[src/rtl/hrs_pkg.sv]
package hrs_pkg;

    typedef enum logic {
        PH_EVEN = 1'b0,
        PH_ODD  = 1'b1
    } phase_t;

endpackage

[src/rtl/hrs_phase_fsm.sv]
module hrs_phase_fsm
    import hrs_pkg::*;
(
    input  logic   clk,
    input  logic   rst,
    output phase_t phase,
    output logic   en_even,
    output logic   en_odd
);

    phase_t state_q;
    phase_t state_d;

    // next-state logic: the two banks take turns every full-rate cycle
    always_comb begin
        state_d = state_q;
        unique case (state_q)
            PH_EVEN: state_d = PH_ODD;
            PH_ODD:  state_d = PH_EVEN;
            default: state_d = PH_EVEN;
        endcase
    end

    // state register
    always_ff @(posedge clk) begin
        if (rst) begin
            state_q <= PH_EVEN;
        end else begin
            state_q <= state_d;
        end
    end

    // outputs: one bank enable per state
    always_comb begin
        en_even = 1'b0;
        en_odd  = 1'b0;
        unique case (state_q)
            PH_EVEN: en_even = 1'b1;
            PH_ODD:  en_odd  = 1'b1;
            default: en_even = 1'b0;
        endcase
    end

    assign phase = state_q;

endmodule

[src/rtl/hrs_bank.sv]
module hrs_bank #(
    parameter int LEN = 8
) (
    input  logic           clk,
    input  logic           rst,
    input  logic           shift_en,
    input  logic           din,
    output logic [LEN-1:0] taps,
    output logic           tail
);

    logic [LEN-1:0] stage_q;

    generate
        if (LEN == 1) begin : g_single
            always_ff @(posedge clk) begin
                if (rst) begin
                    stage_q <= '0;
                end else if (shift_en) begin
                    stage_q <= din;
                end
            end
        end else begin : g_chain
            always_ff @(posedge clk) begin
                if (rst) begin
                    stage_q <= '0;
                end else if (shift_en) begin
                    stage_q <= {stage_q[LEN-2:0], din};
                end
            end
        end
    endgenerate

    assign taps = stage_q;
    assign tail = stage_q[LEN-1];

endmodule

[src/rtl/hrs_outmux.sv]
module hrs_outmux
    import hrs_pkg::*;
(
    input  phase_t phase,
    input  logic   even_tail,
    input  logic   odd_tail,
    output logic   dout
);

    // the bank captured in this phase DEPTH cycles ago holds the due bit
    always_comb begin
        dout = 1'b0;
        unique case (phase)
            PH_EVEN: dout = even_tail;
            PH_ODD:  dout = odd_tail;
            default: dout = 1'b0;
        endcase
    end

endmodule

[src/rtl/halfrate_shreg.sv]
module halfrate_shreg
    import hrs_pkg::*;
#(
    parameter int DEPTH = 16
) (
    input  logic clk,
    input  logic rst,
    input  logic din,
    output logic dout
);

    localparam int HALF = DEPTH / 2;

    generate
        if ((DEPTH % 2) != 0 || DEPTH < 2) begin : g_bad_depth
            $error("halfrate_shreg: DEPTH must be even and at least 2");
        end
    endgenerate

    phase_t           phase;
    logic             en_even;
    logic             en_odd;
    logic [HALF-1:0]  even_taps;
    logic [HALF-1:0]  odd_taps;
    logic             even_tail;
    logic             odd_tail;

    hrs_phase_fsm u_phase (
        .clk     (clk),
        .rst     (rst),
        .phase   (phase),
        .en_even (en_even),
        .en_odd  (en_odd)
    );

    hrs_bank #(.LEN(HALF)) u_even_bank (
        .clk      (clk),
        .rst      (rst),
        .shift_en (en_even),
        .din      (din),
        .taps     (even_taps),
        .tail     (even_tail)
    );

    hrs_bank #(.LEN(HALF)) u_odd_bank (
        .clk      (clk),
        .rst      (rst),
        .shift_en (en_odd),
        .din      (din),
        .taps     (odd_taps),
        .tail     (odd_tail)
    );

    hrs_outmux u_mux (
        .phase     (phase),
        .even_tail (even_tail),
        .odd_tail  (odd_tail),
        .dout      (dout)
    );

endmodule

[config.mk]
export PLATFORM = sky130hd
export DESIGN_NAME = halfrate_shreg
export DESIGN_NICKNAME = d
export VERILOG_FILES = /design/src/rtl/hrs_pkg.sv /design/src/rtl/hrs_phase_fsm.sv /design/src/rtl/hrs_bank.sv /design/src/rtl/hrs_outmux.sv /design/src/rtl/halfrate_shreg.sv
export SDC_FILE = /design/constraint.sdc
export NUM_CORES = 1
export LEC_CHECK = 0
export ABC_AREA = 1
export BUFFER_PORTS_ARGS = -buffer_cell sky130_fd_sc_hd__buf_2
export CORE_AREA = 2 2 39 41
export DETAILED_ROUTE_END_ITERATION = 12
export DIE_AREA = 0 0 41 43
export PLACE_DENSITY = 0.72
export SYNTH_ARGS = -nofsm -noshare
export SYNTH_HDL_FRONTEND = slang
export SYNTH_SLANG_ARGS = --single-unit
[constraint.sdc]
create_clock -name clk -period 2.3 [get_ports clk]
set_input_delay 0.345 -clock clk [delete_from_list [all_inputs] [get_ports clk]]
set_output_delay 0.345 -clock clk [all_outputs]
set_load 0.005 [all_outputs]
==> results.cfg, run 1 <==
[drt]
vias_per_cell = 4.31
drt-pass1-iter-count = 3
drc = 0
drt-initial-drc-count = 7
wire_per_inst_um = 7.34
vias = 539
routed_wl_um = 917
ant_nets = 0

[critical_path]
end_kind = output pin
critPathKind = flop to output pin
r2r_slack_ns = 1.04
cp.required_ns = 1.96
cp_slowest_cell = dfxtp_1
endpoint = dout
crit_start = u_phase.phase
start_kind = flop
critPathMaxStageDelay_ns = 0.67
reg2regPathDepth = 4
critPathMaxFanout = 18
r2r_start = u_phase.phase
reg2reg_to = u_even_bank.taps[3]
crit_chain = nand2_1 -> o21ai_1 -> buf_2
arrival_ns = 1.24

[sta]
setup_violations = 0
slew_violations = 0
setup_tns_ns = 0
finalCritPeriodShare_pct = 69.1
hold_viol = 0
finalWorstSetupSlack_ns = 0.711
rsz0062_at_grt = false
tightestPinTransition_ns = 0.540
slew_headroom_pct = 64.0
fin_skew_ns = 0.000802
timing.hold.ws_ns = 0.231
fin_crit_ns = 1.59
achievable-frequency_mhz = 629

[floorplan]
die_h_um = 43
dieArea_mm2 = 0.00176
rows = 14
start_util_pct = 52.3
coreArea_mm2 = 0.00138
ioPinCount = 4
die_x_um = 41

[global_route]
antenna_found_initial = 0
gr-usage-all-layers_pct = 13.3
grt_pass1_wl_um = 1610
gr-total-overflow = 0
grt_pass1_vias = 455
grt_max_degree = 19

[hold_path]
min_path_type = input pin to flop

[synth]
synthMuxAreaShare_pct = 0
synth_top_cell_by_area = dfxtp_1
synth-simple-area-share_pct = 35.6
synthTopCellsByArea = dfxtp_1 47%, nor2_1 17%, nand2_1 15%
ys_seq_elements = 17
synth_compound_area_share_pct = 0.692
yosysWarnings = 0
synthXorXnorAreaFrac_pct = 0
synth_fa_ha_area_share_pct = 0
ys_seq_area_share_pct = 47.1
netlist_area_um2 = 723
synth_nets = 109
synth.avg_cell_area_um2 = 6.82
synth_top_family_by_area = simple AND/OR/NAND/NOR gates
syn_inst = 106
ys_types = 10
synth_top_area_share_pct = 47.1

[clock_network]
cts.sinks = 17
cts_tree = done
cts_hold_buffers = 0
clk_latency_ns = 0.28
ctsResizeCount = 0
cts_root_buffer = clkbuf_4
clkTransAtPathRegs_ns = 0.09
cts_buffers = 3
postCtsSetupBuffers = 0
htree_levels = 1
cts_max_path_buffers = 2

[place]
hpwl_um = 635
place_ws_ns = 1.00
gp_congestion = 0.692
io_buffers = 3

[layout]
synthToLayoutAreaGrowth_pct = 1.73
fin_nets = 113
fillers = 147
antennaDiodeCount = 0
drive_above_1_share_pct = 11.0
fin_util_pct = 53.2

[power]
power_density_mw_per_mm2 = 745
p_leak_nw = 0.360
p_total_mw = 0.548
ir_drop_mv = 0.296

[run_status]
status = finished, final reports clean

[run]
max_cap_violations = 0
logic make-up after synthesis:
logic type / count (synthesis)
flops: 17
buf+inv: 22
compound gates: 1
simple gates: 66
per-layer routing:
metal | vias up | global-route usage [%] | share of wire (%)
met5 | - | 0 | 0
met4 | 0 | 8.00 | 0.76
met3 | 2 | 3.14 | 2.7
met2 | 5 | 21.6 | 47
met1 | 228 | 14.8 | 50
li1 | 304 | - | -
flip-flops by register name, indices dropped and copies added, names as in the netlist:
name and count:
u_odd_bank.taps 8, u_phase.phase 1, u_even_bank.taps 8
synthesized netlist by cell type:
master,instances
buf_6,3
nand2_2,4
dfxtp_1,17
buf_8,1
nor2_1,33
nand2_1,29
buf_4,1
o21ai_1,1
inv_2,1
inv_1,16
final cells by class:
type                            count  area (um^2)  share of cell area, %
Multi-Input combinational cell     67          263                   35.7
Clock buffer                        4         26.3                   3.57
Inverter                           17         63.8                   8.67
Timing Repair Buffer                4         22.5                   3.06
Tap cell                           16         20.0                   2.72
Sequential cell                    17          340                   46.3
worst min path at each step:
| stage | from | endpoint | slack (ns) | depth (start not counted) |
|---|---|---|---|---|
| final | rst | u_phase.phase | 0.23 | 2 |
| after global routing | rst | u_phase.phase | 0.22 | 2 |
| after CTS | rst | u_phase.phase | 0.22 | 2 |
| after detailed placement | u_odd_bank.taps[2] | u_odd_bank.taps[2] | 0.46 | 2 |
| after global placement | u_even_bank.taps[2] | u_even_bank.taps[3] | 0.46 | 2 |
| after floorplan | rst | u_phase.phase | 0.41 | 1 |
cell usage in the layout (no fill, tap or decap), drive strengths merged:
cell type / netlist / routed
nand2: 33 / 33
inv: 17 / 17
o21ai: 1 / 1
clkbuf: 0 / 4
dfxtp: 17 / 17
buf: 5 / 4
nor2: 33 / 33
power breakdown:
group	switching (mW)	internal [mW]	leakage, nW
sequential	0.0151	0.317	0.141
combinational	0.0380	0.0278	0.205
clock	0.0831	0.0672	0.0150
total	0.136	0.412	0.360
critical path: cells and delay by family (launching register included):
kind	cells	cell delay, ns
flops	1	0.67
buf+inv	1	0.12
simple gates	1	0.09
compound gates	1	0.08
metrics by stage:
step	area (um^2)	std cells
2_1_floorplan	723	106
3_3_place_gp	709	121
3_5_place_dp	709	121
4_1_cts	736	125
5_1_grt	736	125
6_report	736	125
Note: power is estimated with default switching activity, not from simulation.
==> inputs of run 2 (changes only) <==
Settings changed: CORE_AREA 2 2 39 41 to unset, CORE_UTILIZATION set to 50, DIE_AREA 0 0 41 43 to unset, PLACE_DENSITY 0.72 to 0.7.
Clock period 2.3 ns to 1.3 ns, I/O delays scaled along.
==> results.cfg, run 2 (synthesized netlist as in run 1, its figures left out) <==
[global_route]
met1_usage_pct = 17.9
antenna_found_initial = 0
gr-total-overflow = 0
met2_usage_pct = 25.8
grt_max_degree = 25
grt_pass1_wl_um = 1620
gr-usage-all-layers_pct = 15.6
grt_pass1_vias = 434
grt_use_met3_pct = 5.00
grt.busiest_layer = met2

[critical_path]
arrival_ns = 0.96
critPathMaxFanout = 8
critPathKind = flop to output pin
cp.required_ns = 1.11
end_kind = output pin
reg2regPathDepth = 4
start_kind = flop

[power]
power_switching_mw = 0.246
p_int_mw = 0.737
power_density_mw_per_mm2 = 1300
power_frac_clock_pct = 27.3
ir_drop_mv = 0.599
pwr-share-seq_pct = 59.3
share_comb_of_total_power_pct = 13.3
switching_share_pct = 25.0
p_leak_nw = 0.370

[place]
place_area_um2 = 728
gp_congestion = 0.629
io_buffers = 3
hpwl_um = 640

[layout]
synthToLayoutAreaGrowth_pct = 4.50
antennaDiodeCount = 0
most-common-layout-cells = 33 x nor2_1, 29 x nand2_1, 16 x inv_1, 16 x dfxtp_1, 4 x nand2_2
final_common_cell = nor2_1
fin_nets = 114
fin_util_pct = 57.4
drive_above_1_share_pct = 12.7
finalInstanceArea_um2 = 756
fillers = 134

[run]
max_cap_violations = 0

[sta]
finalCritPeriodShare_pct = 89.2
setup_violations = 0
setup_tns_ns = 0
slew_headroom_pct = 82.3
slew_violations = 0
hold_viol = 0
tightestPinTransition_ns = 0.265
rsz0062_at_grt = false
fin_skew_ns = 0.00391
fin_crit_ns = 1.16
achievable-frequency_mhz = 862

[clock_network]
cts.sinks = 17
cts_max_path_buffers = 2
cts_root_buffer = clkbuf_4
htree_levels = 1
cts_buffers = 3
clkTransAtPathRegs_ns = 0.09
cts_tree = done
clk_latency_ns = 0.28

[floorplan]
dieArea_mm2 = 0.00160
coreArea_mm2 = 0.00132
ioPinCount = 4
die_h_um = 40.0
start_util_pct = 54.9
die_x_um = 40.0
rows = 13

[hold_path]
hold-path-cell-count = 2
min_path_type = input pin to flop

[drt]
vias_per_cell = 4.25
ant_nets = 0
drc = 0
drt-initial-drc-count = 9
drt-pass1-iter-count = 2
vias = 531
wire_per_inst_um = 7.53
routed_wl_um = 941

[run_status]
status = finished, final reports clean
[run 2: final cells by class]
class / instances / area, um^2 / area share (%)
inverters: 17 / 63.8 / 8.44
multi-input cells: 67 / 263 / 34.8
repair buffers: 5 / 42.5 / 5.63
clock buffers: 4 / 26.3 / 3.48
well taps: 15 / 18.8 / 2.48
flip-flops and latches: 17 / 342 / 45.2
[run 2: power groups by stage]
stage	combinational, mW	sequential (mW)	clock, mW
floorplan	0.126	0.587	0
global placement	0.129	0.594	0
detailed placement	0.133	0.595	0
CTS	0.133	0.584	0.280
global route	0.156	0.589	0.305
finish	0.131	0.584	0.269
[run 2: critical path: stages, from the launching register on]
cell,delay (ns)
dfxtp_2,0.43
nand2_1,0.07
o21ai_1,0.07
buf_2,0.12
[run 2: what timing repair did]
action | in CTS | in global routing
hold buffers | 0 | 0
setup endpoints to repair | 0 | 1
gates resized for setup | 0 | 1
setup buffers | 0 | 0
[run 2: worst paths after layout]
check / start / to / slack, ns
setup / recovery: u_phase.phase / dout / 0.14
hold / removal: rst / u_phase.phase / 0.08
setup reg to reg: u_phase.phase / u_even_bank.taps[2] / 0.42
hold reg to reg: u_odd_bank.taps[7] / u_odd_bank.taps[7] / 0.47
[run 2: through the flow]
stage	cells	hold WS, ns	power [mW]	worst slack [ns]
after global routing	125	0.0557	1.05	0.0579
after CTS	125	0.0755	0.996	0.00242
after global placement	121	0.388	0.723	0.358
final	125	0.0784	0.983	0.140
after floorplan	106	0.262	0.713	0.422
after detailed placement	121	0.382	0.728	0.324
[run 2: metal layers]
metal  share of wire (%)  vias up  wire [um]
li1                    -      306          -
met1                  53      220        503
met2                  42        3        399
met3                 2.6        2         24
met4                 1.4        0         13
met5                   0        -          0
==> inputs of run 3 (changes only) <==
Settings changed: CORE_UTILIZATION 50 to 40, PLACE_DENSITY 0.7 to 0.58.
==> results.cfg, run 3 (synthesized netlist as in run 1, its figures left out) <==
[run_status]
status = finished, final reports clean

[layout]
antennaDiodeCount = 0
drive_above_1_share_pct = 12.7
most-common-layout-cells = 33 x nor2_1, 29 x nand2_1, 16 x inv_1, 16 x dfxtp_1, 4 x nand2_2
fillers = 193
fin_nets = 114
finalInstanceArea_um2 = 759
synthToLayoutAreaGrowth_pct = 5.02
final_common_cell = nor2_1

[place]
place_area_um2 = 728
place_ws_ns = 0.382
gp_congestion = 0.643
hpwl_um = 671
io_buffers = 3

[critical_path]
critPathKind = flop to output pin
start_kind = flop
arrival_ns = 1.00
cp_slowest_cell = dfxtp_2
crit_start = u_phase.phase
reg2regPathDepth = 4
end_kind = output pin
cp.required_ns = 1.11
reg2reg_to = u_even_bank.taps[3]
endpoint = dout
r2r_start = u_phase.phase
r2r_slack_ns = 0.43
crit_chain = buf_6 -> o21ai_1 -> buf_2
critPathMaxFanout = 13
critPathMaxStageDelay_ns = 0.34

[sta]
slew_headroom_pct = 82.6
finalCritPeriodShare_pct = 91.9
achievable-frequency_mhz = 837
setup_tns_ns = 0
finalWorstSetupSlack_ns = 0.105
fin_skew_ns = 0.00142
slew_violations = 0
fin_crit_ns = 1.20
tightestPinTransition_ns = 0.261
hold_viol = 0
setup_violations = 0
rsz0062_at_grt = false

[drt]
routed_wl_um = 1010
vias = 538
wl_met1_um = 482
dr_wl_met3_um = 53
drt-initial-drc-count = 1
vias_per_cell = 3.99
wire_per_inst_um = 7.51
ant_nets = 0
drc = 0
top_layer = met4
drt-pass1-iter-count = 3
met2_length_um = 448

[clock_network]
clk_latency_ns = 0.28
cts_buffers = 3
cts_max_path_buffers = 2
cts_hold_buffers = 0
cts.sinks = 17
clkTransAtPathRegs_ns = 0.09
htree_levels = 1
cts_root_buffer = clkbuf_4
postCtsSetupBuffers = 0
cts_tree = done

[global_route]
grt_max_degree = 22
gr-usage-all-layers_pct = 12.8
antenna_found_initial = 0
grt_pass1_vias = 399
grt_pass1_wl_um = 1720
gr-total-overflow = 0

[floorplan]
dieArea_mm2 = 0.00198
die_x_um = 44.5
die_h_um = 44.5
coreArea_mm2 = 0.00171
start_util_pct = 42.3
rows = 15
ioPinCount = 4

[power]
p_leak_nw = 0.367
power_density_mw_per_mm2 = 1300
ir_drop_mv = 0.855

[run]
max_cap_violations = 0

[hold_path]
min_path_type = input pin to flop
==> run 3: cell counts in the layout (fill, tap and decap cells not counted) <==
Identical to the previous run, type by type.
==> run 3: how the worst min path moves through the flow <==
stage,from,end,slack [ns],cells after the start
after floorplan,rst,u_phase.phase,0.26,1
after global placement,rst,u_phase.phase,0.38,2
after detailed placement,rst,u_phase.phase,0.38,2
final,rst,u_phase.phase,0.06,2
after CTS,rst,u_phase.phase,0.06,2
after global routing,rst,u_phase.phase,0.03,2
==> run 3: worst max-delay path: cells and delay by family, from the launching register on <==
kind / cells / cell delay, ns
DFF: 1 / 0.34
AOI/OAI and AO/OA: 1 / 0.12
buffers and inverters: 2 / 0.26
==> run 3: area by class of cell <==
class	count	area [um^2]	area share, %
inverter	17	63.8	8.40
sequential	17	342	45.0
clock buffer	4	26.3	3.46
multi-input combinational	67	263	34.6
timing repair buffer	5	33.8	4.45
tap	25	31.3	4.12
==> run 3: metrics by stage <==
step           cells  power, mW  hold slack, ns  utilization, %
2_1_floorplan    106      0.713           0.262               -
6_report         135      0.986          0.0649            44.5
4_1_cts          135       1.01          0.0590            44.2
3_5_place_dp     131      0.723           0.380            42.6
5_1_grt          135       1.06          0.0335            44.5
3_3_place_gp     131      0.718           0.381            42.6
==> run 3: timing repair <==
item                                   in CTS  in global routing
setup endpoints to repair                   0                  1
endpoints found under the hold margin       0                  0
gates resized for setup                     0                  2
==> run 3: metal layers <==
layer / vias up / track usage [%]
li1: 305 / -
met1: 221 / 15.3
met2: 7 / 17.1
met3: 5 / 7.35
met4: 0 / 9.09
met5: - / 0
==> run 3: power breakdown <==
group	total (mW)	switching, mW	internal, mW
Clock	0.276	0.157	0.119
Combinational	0.130	0.0767	0.0534
Sequential	0.580	0.0189	0.561
Total	0.986	0.253	0.734
